### src/rtl/wr_poll_ctrl.sv
module wr_poll_ctrl #(
  parameter int AW = 24,
  parameter int TW = 16,
  parameter int SETTLE_CYC = 50
) (
  input  logic          clk,
  input  logic          rst_n,
  input  logic          start,
  input  logic          op_erase,
  input  logic          use_toggle,
  input  logic [AW-1:0] tgt_addr,
  input  logic [7:0]    prog_byte,
  input  logic [TW-1:0] max_reads,
  output logic          rd_req,
  output logic [AW-1:0] rd_addr,
  input  logic          rd_ack,
  input  logic [7:0]    rd_data,
  output logic          busy,
  output logic          done,
  output logic          err,
  output logic [1:0]    stat_code,
  output logic [7:0]    stat_byte
);
  localparam int SW = $clog2(SETTLE_CYC + 1);

  typedef enum logic [2:0] {S_IDLE, S_POLL, S_CONF1, S_CONF2, S_SETTLE, S_FINAL} st_t;

  st_t           st;
  logic [AW-1:0] addr_q;
  logic [7:0]    good_q, prev_q, byte_q;
  logic          tog_q, prev_v, conf_ok;
  logic [TW-1:0] rcnt, max_q;
  logic [SW-1:0] scnt;
  logic [1:0]    code_q;
  logic          done_q, err_q;

  wire          got     = rd_req & rd_ack;
  wire          stopped = tog_q ? (prev_v && (rd_data[6] == prev_q[6])) : (rd_data[7] == good_q[7]);
  wire          match   = (rd_data == good_q);
  wire [TW:0]   rnext   = {1'b0, rcnt} + 1'b1;

  assign rd_req    = (st == S_POLL) || (st == S_CONF1) || (st == S_CONF2) || (st == S_FINAL);
  assign rd_addr   = addr_q;
  assign busy      = (st != S_IDLE);
  assign done      = done_q;
  assign err       = err_q;
  assign stat_code = code_q;
  assign stat_byte = byte_q;

  always_ff @(posedge clk) begin
    if (!rst_n) begin
      st <= S_IDLE;
      addr_q <= '0;
      good_q <= '0;
      prev_q <= '0;
      byte_q <= '0;
      tog_q <= 1'b0;
      prev_v <= 1'b0;
      conf_ok <= 1'b0;
      rcnt <= '0;
      max_q <= '0;
      scnt <= '0;
      code_q <= 2'b00;
      done_q <= 1'b0;
      err_q <= 1'b0;
    end else begin
      done_q <= 1'b0;
      err_q  <= 1'b0;
      case (st)
        S_IDLE: if (start) begin
          addr_q <= tgt_addr;
          good_q <= op_erase ? 8'hFF : prog_byte;
          tog_q  <= use_toggle;
          max_q  <= max_reads;
          rcnt   <= '0;
          prev_v <= 1'b0;
          code_q <= 2'b00;
          st     <= S_POLL;
        end
        S_POLL: if (got) begin
          prev_q <= rd_data;
          prev_v <= 1'b1;
          byte_q <= rd_data;
          if (stopped && match) begin
            scnt <= '0;
            st   <= S_SETTLE;
          end else if (stopped) begin
            st <= S_CONF1;
          end else begin
            rcnt <= rnext[TW-1:0];
            if (rnext >= {1'b0, max_q}) begin
              code_q <= 2'b11;
              err_q  <= 1'b1;
              st     <= S_IDLE;
            end
          end
        end
        S_CONF1: if (got) begin
          byte_q  <= rd_data;
          conf_ok <= match;
          st      <= S_CONF2;
        end
        S_CONF2: if (got) begin
          byte_q <= rd_data;
          if (conf_ok && match) begin
            scnt <= '0;
            st   <= S_SETTLE;
          end else begin
            code_q <= 2'b10;
            err_q  <= 1'b1;
            st     <= S_IDLE;
          end
        end
        S_SETTLE: begin
          if (scnt == SW'(SETTLE_CYC - 1)) st <= S_FINAL;
          else scnt <= scnt + 1'b1;
        end
        S_FINAL: if (got) begin
          byte_q <= rd_data;
          code_q <= 2'b01;
          done_q <= 1'b1;
          st     <= S_IDLE;
        end
        default: st <= S_IDLE;
      endcase
    end
  end

  a_r9_req_hold: assert property (@(posedge clk) disable iff (!rst_n)
    rd_req && !rd_ack |=> rd_req && $stable(rd_addr));

  a_r7_addr_kept: assert property (@(posedge clk) disable iff (!rst_n)
    start && busy |=> $stable(rd_addr));

  a_r6_excl: assert property (@(posedge clk) disable iff (!rst_n) !(done && err));

  a_r6_done_pulse: assert property (@(posedge clk) disable iff (!rst_n) done |=> !done);

  a_r6_err_pulse: assert property (@(posedge clk) disable iff (!rst_n) err |=> !err);

  a_r6_done_code: assert property (@(posedge clk) disable iff (!rst_n) done |-> stat_code == 2'b01);

  a_r6_err_code: assert property (@(posedge clk) disable iff (!rst_n) err |-> stat_code[1]);

  a_r10_idle_quiet: assert property (@(posedge clk) disable iff (!rst_n) !busy |-> !rd_req);
endmodule

### config.mk
export PLATFORM = sky130hd
export DESIGN_NAME = wr_poll_ctrl
export DESIGN_NICKNAME = d
export VERILOG_FILES = /design/src/rtl/wr_poll_ctrl.sv
export SDC_FILE = /design/constraint.sdc
export NUM_CORES = 1
export LEC_CHECK = 0
export BUFFER_PORTS_ARGS = -buffer_cell sky130_fd_sc_hd__buf_2
export CAP_MARGIN = 10
export CORE_UTILIZATION = 45
export DETAILED_ROUTE_END_ITERATION = 12
export GPL_TIMING_DRIVEN = 0
export PLACE_DENSITY = 0.69
export SETUP_SLACK_MARGIN = 0.5
export SLEW_MARGIN = 20
export SYNTH_ARGS = -nofsm -noshare
export SYNTH_HDL_FRONTEND = slang
export SYNTH_SLANG_ARGS = --single-unit
### constraint.sdc
create_clock -name clk -period 2.9 [get_ports clk]
set_input_delay 0.58 -clock clk [delete_from_list [all_inputs] [get_ports clk]]
set_output_delay 0.58 -clock clk [all_outputs]
set_load 0.05 [all_outputs]
# == Yosys cells after proc, flatten, opt, wreduce, memory -nomap -nowiden ==
# Index checks and enable logic that the tools add are counted.
# W data, S select, Z words.
# word_totals
regBits,95
latch_bits,0
ram_bits,0
mem_bits_ro,0
out_inout_bits,38
wordCells,107
n_memories,0
# op_classes
addsub,2
multipliers,0
div_mod_pow,0
order_cmp,1
eq_ne,23
shifts,0
mux,44
bitwise_logic,1
n_reduce_logical,22
# op_table
op,n
$mux W16,4
$pmux W16 S2,1
$mux W3,10
$mux W6,5
$ne A2 B2 Y1 const B,10
$pmux W3 S6,1
$pmux W6 S3,1
$add A16 B1 Y17 const B,1
$ge A17 B16 Y1,1
$mux W2,8
$mux W1,10
$reduce_and A2 Y1,5
$reduce_and A9 Y1,1
$eq A8 B8 Y1,1
$mux W8,1
$pmux W2 S4,1
$reduce_and A7 Y1,1
$add A6 B1 Y6 const B,1
$eq A3 B2 Y1 const B,2
$eq A3 B3 Y1 const B,2
$eq A6 B6 Y1 const B,1
$ne A2 B1 Y1 const B,3
$reduce_and A6 Y1,1
$reduce_bool A3 Y1,2
other kinds (13),19

# == Logic depth before layout (Yosys ltp) ==
# depth
word_depth,7
ltp_mapped,12
mapped_depth_nobuf,12

# == Least setup slack after synthesis ==
# No wires, ideal clock.
# synth_timing
path_type,reg-to-reg
startpoint,register rcnt[0]
endpoint,register code_q[1] (netlist: stat_code[1])
arrival_ns,2.751
required_time_ns,2.784
setup_slack_ns,0.033
stages_incl_launch_ff,12
cell_sequence,dfxtp_1 -> ha_1 -> nand3_1 -> nor3_1 -> nand3_1 -> xnor2_1 -> ha_1 -> a21o_1 -> a21oi_1 -> nand4_1 -> o221a_2 -> o211a_1
# synth_via
elab_chain_cells,4
# synth_lines
item,line,source
"start, declared",32,"logic [TW-1:0] rcnt, max_q;"
"start signal, assigned",90,rcnt <= rnext[TW-1:0];
$add A16 B1 Y17,40,"wire [TW:0] rnext = {1'b0, rcnt} + 1'b1;"
$ge A17 B16 Y1,91,"if (rnext >= {1'b0, max_q}) begin"
$ne A2 B1 Y1 (no source line),-,
$reduce_and A9 Y1 (no source line),-,
"end signal, assigned",63,code_q <= 2'b00;
"end signal, assigned",92,code_q <= 2'b11;
"end signal, assigned",109,code_q <= 2'b10;
"end, declared",34,logic [1:0] code_q;
# No other way between the ends.
# A chain may end at the register's enable or synchronous reset.

# == Worst setup path in the final report ==
# layout_timing
startpoint,register rcnt[4]
endpoint,register code_q[0] (netlist: stat_code[0])
# The elaborated chain is that of the path after synthesis.

==> summary.txt <==
Outcome
  • Outcome: completed

Placement
  • Setup slack at placement: -0.170 ns
  • GP Congestion: 0.898
  • I/O Buffers: 97
  • Detailed Place HPWL: 8.19 mm

Floorplan
  • Die Y: 100 um
  • DIE WIDTH: 100 um
  • Starting density of the core: 46.6%
  • Core footprint: 0.00928 sq mm
  • Die area: 0.0100 sq mm
  • Site Rows: 35
  • I/O pins: 100

STA
  • Max-slew violation total from the final report: 0
  • WHS: 0.452 ns
  • RSZ-0062 raised after global routing: true
  • Max Fclk: 359 MHz
  • Final setup fails: 0
  • Skew final: 0.0126 ns
  • Slew margin rel.: 52.5%
  • Final worst setup slack: 0.118 ns
  • Post-route minimum period: 2.78 ns
  • Worst-margin pin slew: 0.712 ns
  • Final period utilization: 95.9%
  • Final Hold Viols: 0

Worst setup path
  • Worst Setup End Kind: flip-flop
  • WP buf/inv: 3
  • Reg2Reg Depth: 14
  • Critical path class: reg2reg
  • Worst Path Required: 3.19 ns
  • CP arrival: 3.07 ns
  • Slowest cell delay on critical path: 0.34 ns
  • Critical path startpoint category: flip-flop
  • Critical-path cell list: buf_8, nand4_1, buf_6, buf_6, nor3_4, nand3_2, xnor2_2, ha_1, nand3_2, nor3_4, o311ai_2, nand4_1, o221a_2, mux2i_1
  • Max FO, Critical Path: 3
  • Largest delay share family, worst path: simple AND/OR/NAND/NOR gates
  • Slowest cell on the critical path: dfxtp_2
  • WP depth: 14

Pwr
  • PwrDens: 876 mW/mm^2
  • Power share of the sequential group: 32.8%
  • Net Switching: 2.12 mW
  • Comb power frac: 45.6%
  • Leakage: 2.38 nW
  • Clock power share: 21.6%
  • Worst VDD drop: 0.593 mV
  • Sw Ratio: 44.0%
  • Pint: 2.70 mW

Worst hold path
  • Worst Hold Depth: 3
  • Worst Hold Class: in2reg

Detailed routing
  • WL final: 11.4 mm
  • Antenna Nets Post-Route: 0
  • Wire per inst: 14.0 um
  • Via count of the routed design: 4,256
  • Via/cell ratio: 5.22
  • Post-route DRC: 0
  • Initial DRC count: 215
  • Initial DRT Pass Iterations: 5

Clocking
  • Clk slew on worst S/H paths: 0.10 ns
  • CTS tree: yes
  • CTS Hold Bufs: 0
  • Clock Path Buffers: 2
  • Cts bufs inserted: 9
  • CTS Sinks: 89
  • H-tree levels: 3
  • Root Buffer: clkbuf_8
  • Clk_lat worst skew: 0.35 ns

Cells and area
  • Multi-input gate area: 0.00246 sq mm
  • Layout cells sized above 1: 25.2%
  • Diodes inserted: 0
  • Layout overhead on the synthesized area: 27.3%
  • FF/Latch Area: 0.00180 sq mm
  • Fillers: 916
  • Nets: 763

Global routing
  • Initial antenna violation count: 0
  • Total GRT Usage: 23.0%
  • Vias in the first global route: 3,994
  • Largest net degree at the start of global routing: 16
  • First-pass GRT wire length: 18.5 mm
  • Total grt overflow: 0

Job
  • Max-cap violation count: 0

Synthesis
  • Synth Instances: 559
  • Top_reg_cell synth: dfxtp_1
  • EDFF count, synth: 0
  • Top cell type's share of synthesized area: 41.2%
  • Yosys warns: 0
  • Synth area leaders: dfxtp_1 41%, nand2_1 10%, a21oi_1 9.4%
  • Async S/R FF share, synth: 0%
  • Mapped Nets: 640
  • Seq cells post-synth: 89
  • Post-synth top area cell: dfxtp_1
  • Netlist cell types: 49
  • Syn Area/Cell: 7.74 sq um
  • Post-synthesis sequential area ratio: 41.2%
  • Cell Area, Synth: 0.00432 sq mm
[final timing paths]
path | start | end | slack, ns
hold / removal | tgt_addr[16] | rd_addr[16] | 0.45
setup / recovery | rcnt[4] | stat_code[0] | 0.12
hold reg to reg | rd_addr[11] | rd_addr[11] | 0.45
setup reg to reg | rcnt[4] | stat_code[0] | 0.12
[synth_stat cells (2+ instances only)]
master and count:
nand2_1 118, dfxtp_1 89, a21oi_1 81, nor2_1 40, clkbuf_1 31, nor3_1 27, inv_1 22, ha_1 19
nand3_1 19, xor2_1 16, o21ai_0 14, xnor2_1 10, nand3b_1 6, nand4_1 6, or3_1 6, a22oi_1 5
a21o_1 4, nor2b_1 4, and3_1 3, nor4_1 3, o211ai_1 3, buf_1 2, mux2i_1 2, nand2b_1 2
o21a_1 2, o32ai_1 2
[per-stage QoR]
stage	util [%]	instances	setup TNS, ns	instance area (sq um)	total power, mW
finish	59.3	815	0	5500	4.82
global route	59.3	815	-0.165	5500	5.12
CTS	58.7	813	0	5450	4.80
detailed placement	54.2	785	-0.317	5030	3.71
global placement	54.2	785	-0.209	5030	3.65
floorplan	-	559	0	4390	3.18
[cells in the final DEF, fill, tap and decap left out, types with 13 or more instances in the layout]
cell / synthesis / final
xor2_1: 16 / 16
a21oi_1: 81 / 78
nand3_1: 19 / 15
clkbuf_1: 31 / 22
dfxtp_1: 89 / 78
nor3_1: 27 / 24
o21ai_0: 14 / 13
nand2_1: 118 / 117
ha_1: 19 / 18
buf_4: 0 / 13
nor2_1: 40 / 38
buf_2: 0 / 97
inv_1: 22 / 21
[cell type report]
type | count | area share, %
well taps | 129 | 2.93
plain buffers | 33 | 2.64
flip-flops and latches | 89 | 32.7
repair buffers | 112 | 11.1
inverters | 23 | 1.57
clock buffers | 9 | 2.25
multi-input cells | 414 | 44.7
clock inverters | 6 | 2.09
[state kept, by name (all words and copies together), names as in the netlist, 2 cells and up]
signal and cells:
st 3, scnt 6, rcnt 16, good_q 8, rd_addr 24, stat_code 2
max_q 16, stat_byte 8
[kinds of logic (layout without fill, tap and decap cells)]
| kind of cell | after synthesis | after routing | synth area share, % |
|---|---|---|---|
| DFF | 89 | 89 | 41.2 |
| xor gates and xnor gates | 26 | 26 | 5.27 |
| AOI/OAI and AO/OA | 124 | 124 | 16.9 |
| buffers and inverters | 56 | 183 | 4.86 |
| and+or+nand+nor | 243 | 243 | 25.8 |
| muxes | 2 | 2 | 0.463 |
| adders and majority gates | 19 | 19 | 5.50 |
[worst reg2reg max path, delay by kind of cell, from the launching register on]
| family | cells | cell delay, ns |
|---|---|---|
| and+or+nand+nor | 6 | 0.99 |
| AOI/OAI and AO/OA | 2 | 0.40 |
| buffers and inverters | 3 | 0.35 |
| DFF | 1 | 0.34 |
| adders and majority gates | 1 | 0.31 |
| muxes | 1 | 0.18 |
| xor gates and xnor gates | 1 | 0.16 |
[repair_timing]
item | CTS | global route
gates resized for setup | 28 | 22
gates cloned | 0 | 0
setup buffers | 13 | 2
pin swaps | 14 | 12
setup endpoints to repair | 16 | 17
[power by group through the flow]
stage	clock network (mW)	logic [mW]	registers (mW)
after floorplan	0	1.22	1.96
after global placement	0	2.06	1.60
after detailed placement	0	2.10	1.61
after CTS	1.05	2.17	1.58
after global routing	1.10	2.41	1.61
final	1.04	2.20	1.58
[metal layers]
| metal | vias up | share of wire, % | track usage (%) |
|---|---|---|---|
| met5 | - | 0 | 0 |
| met4 | 0 | 0.95 | 6.91 |
| met3 | 9 | 5.5 | 4.46 |
| met2 | 133 | 47 | 38.2 |
| met1 | 1958 | 46 | 30.5 |
| li1 | 2156 | - | - |
No activity file was read; power rests on OpenSTA's default activity.
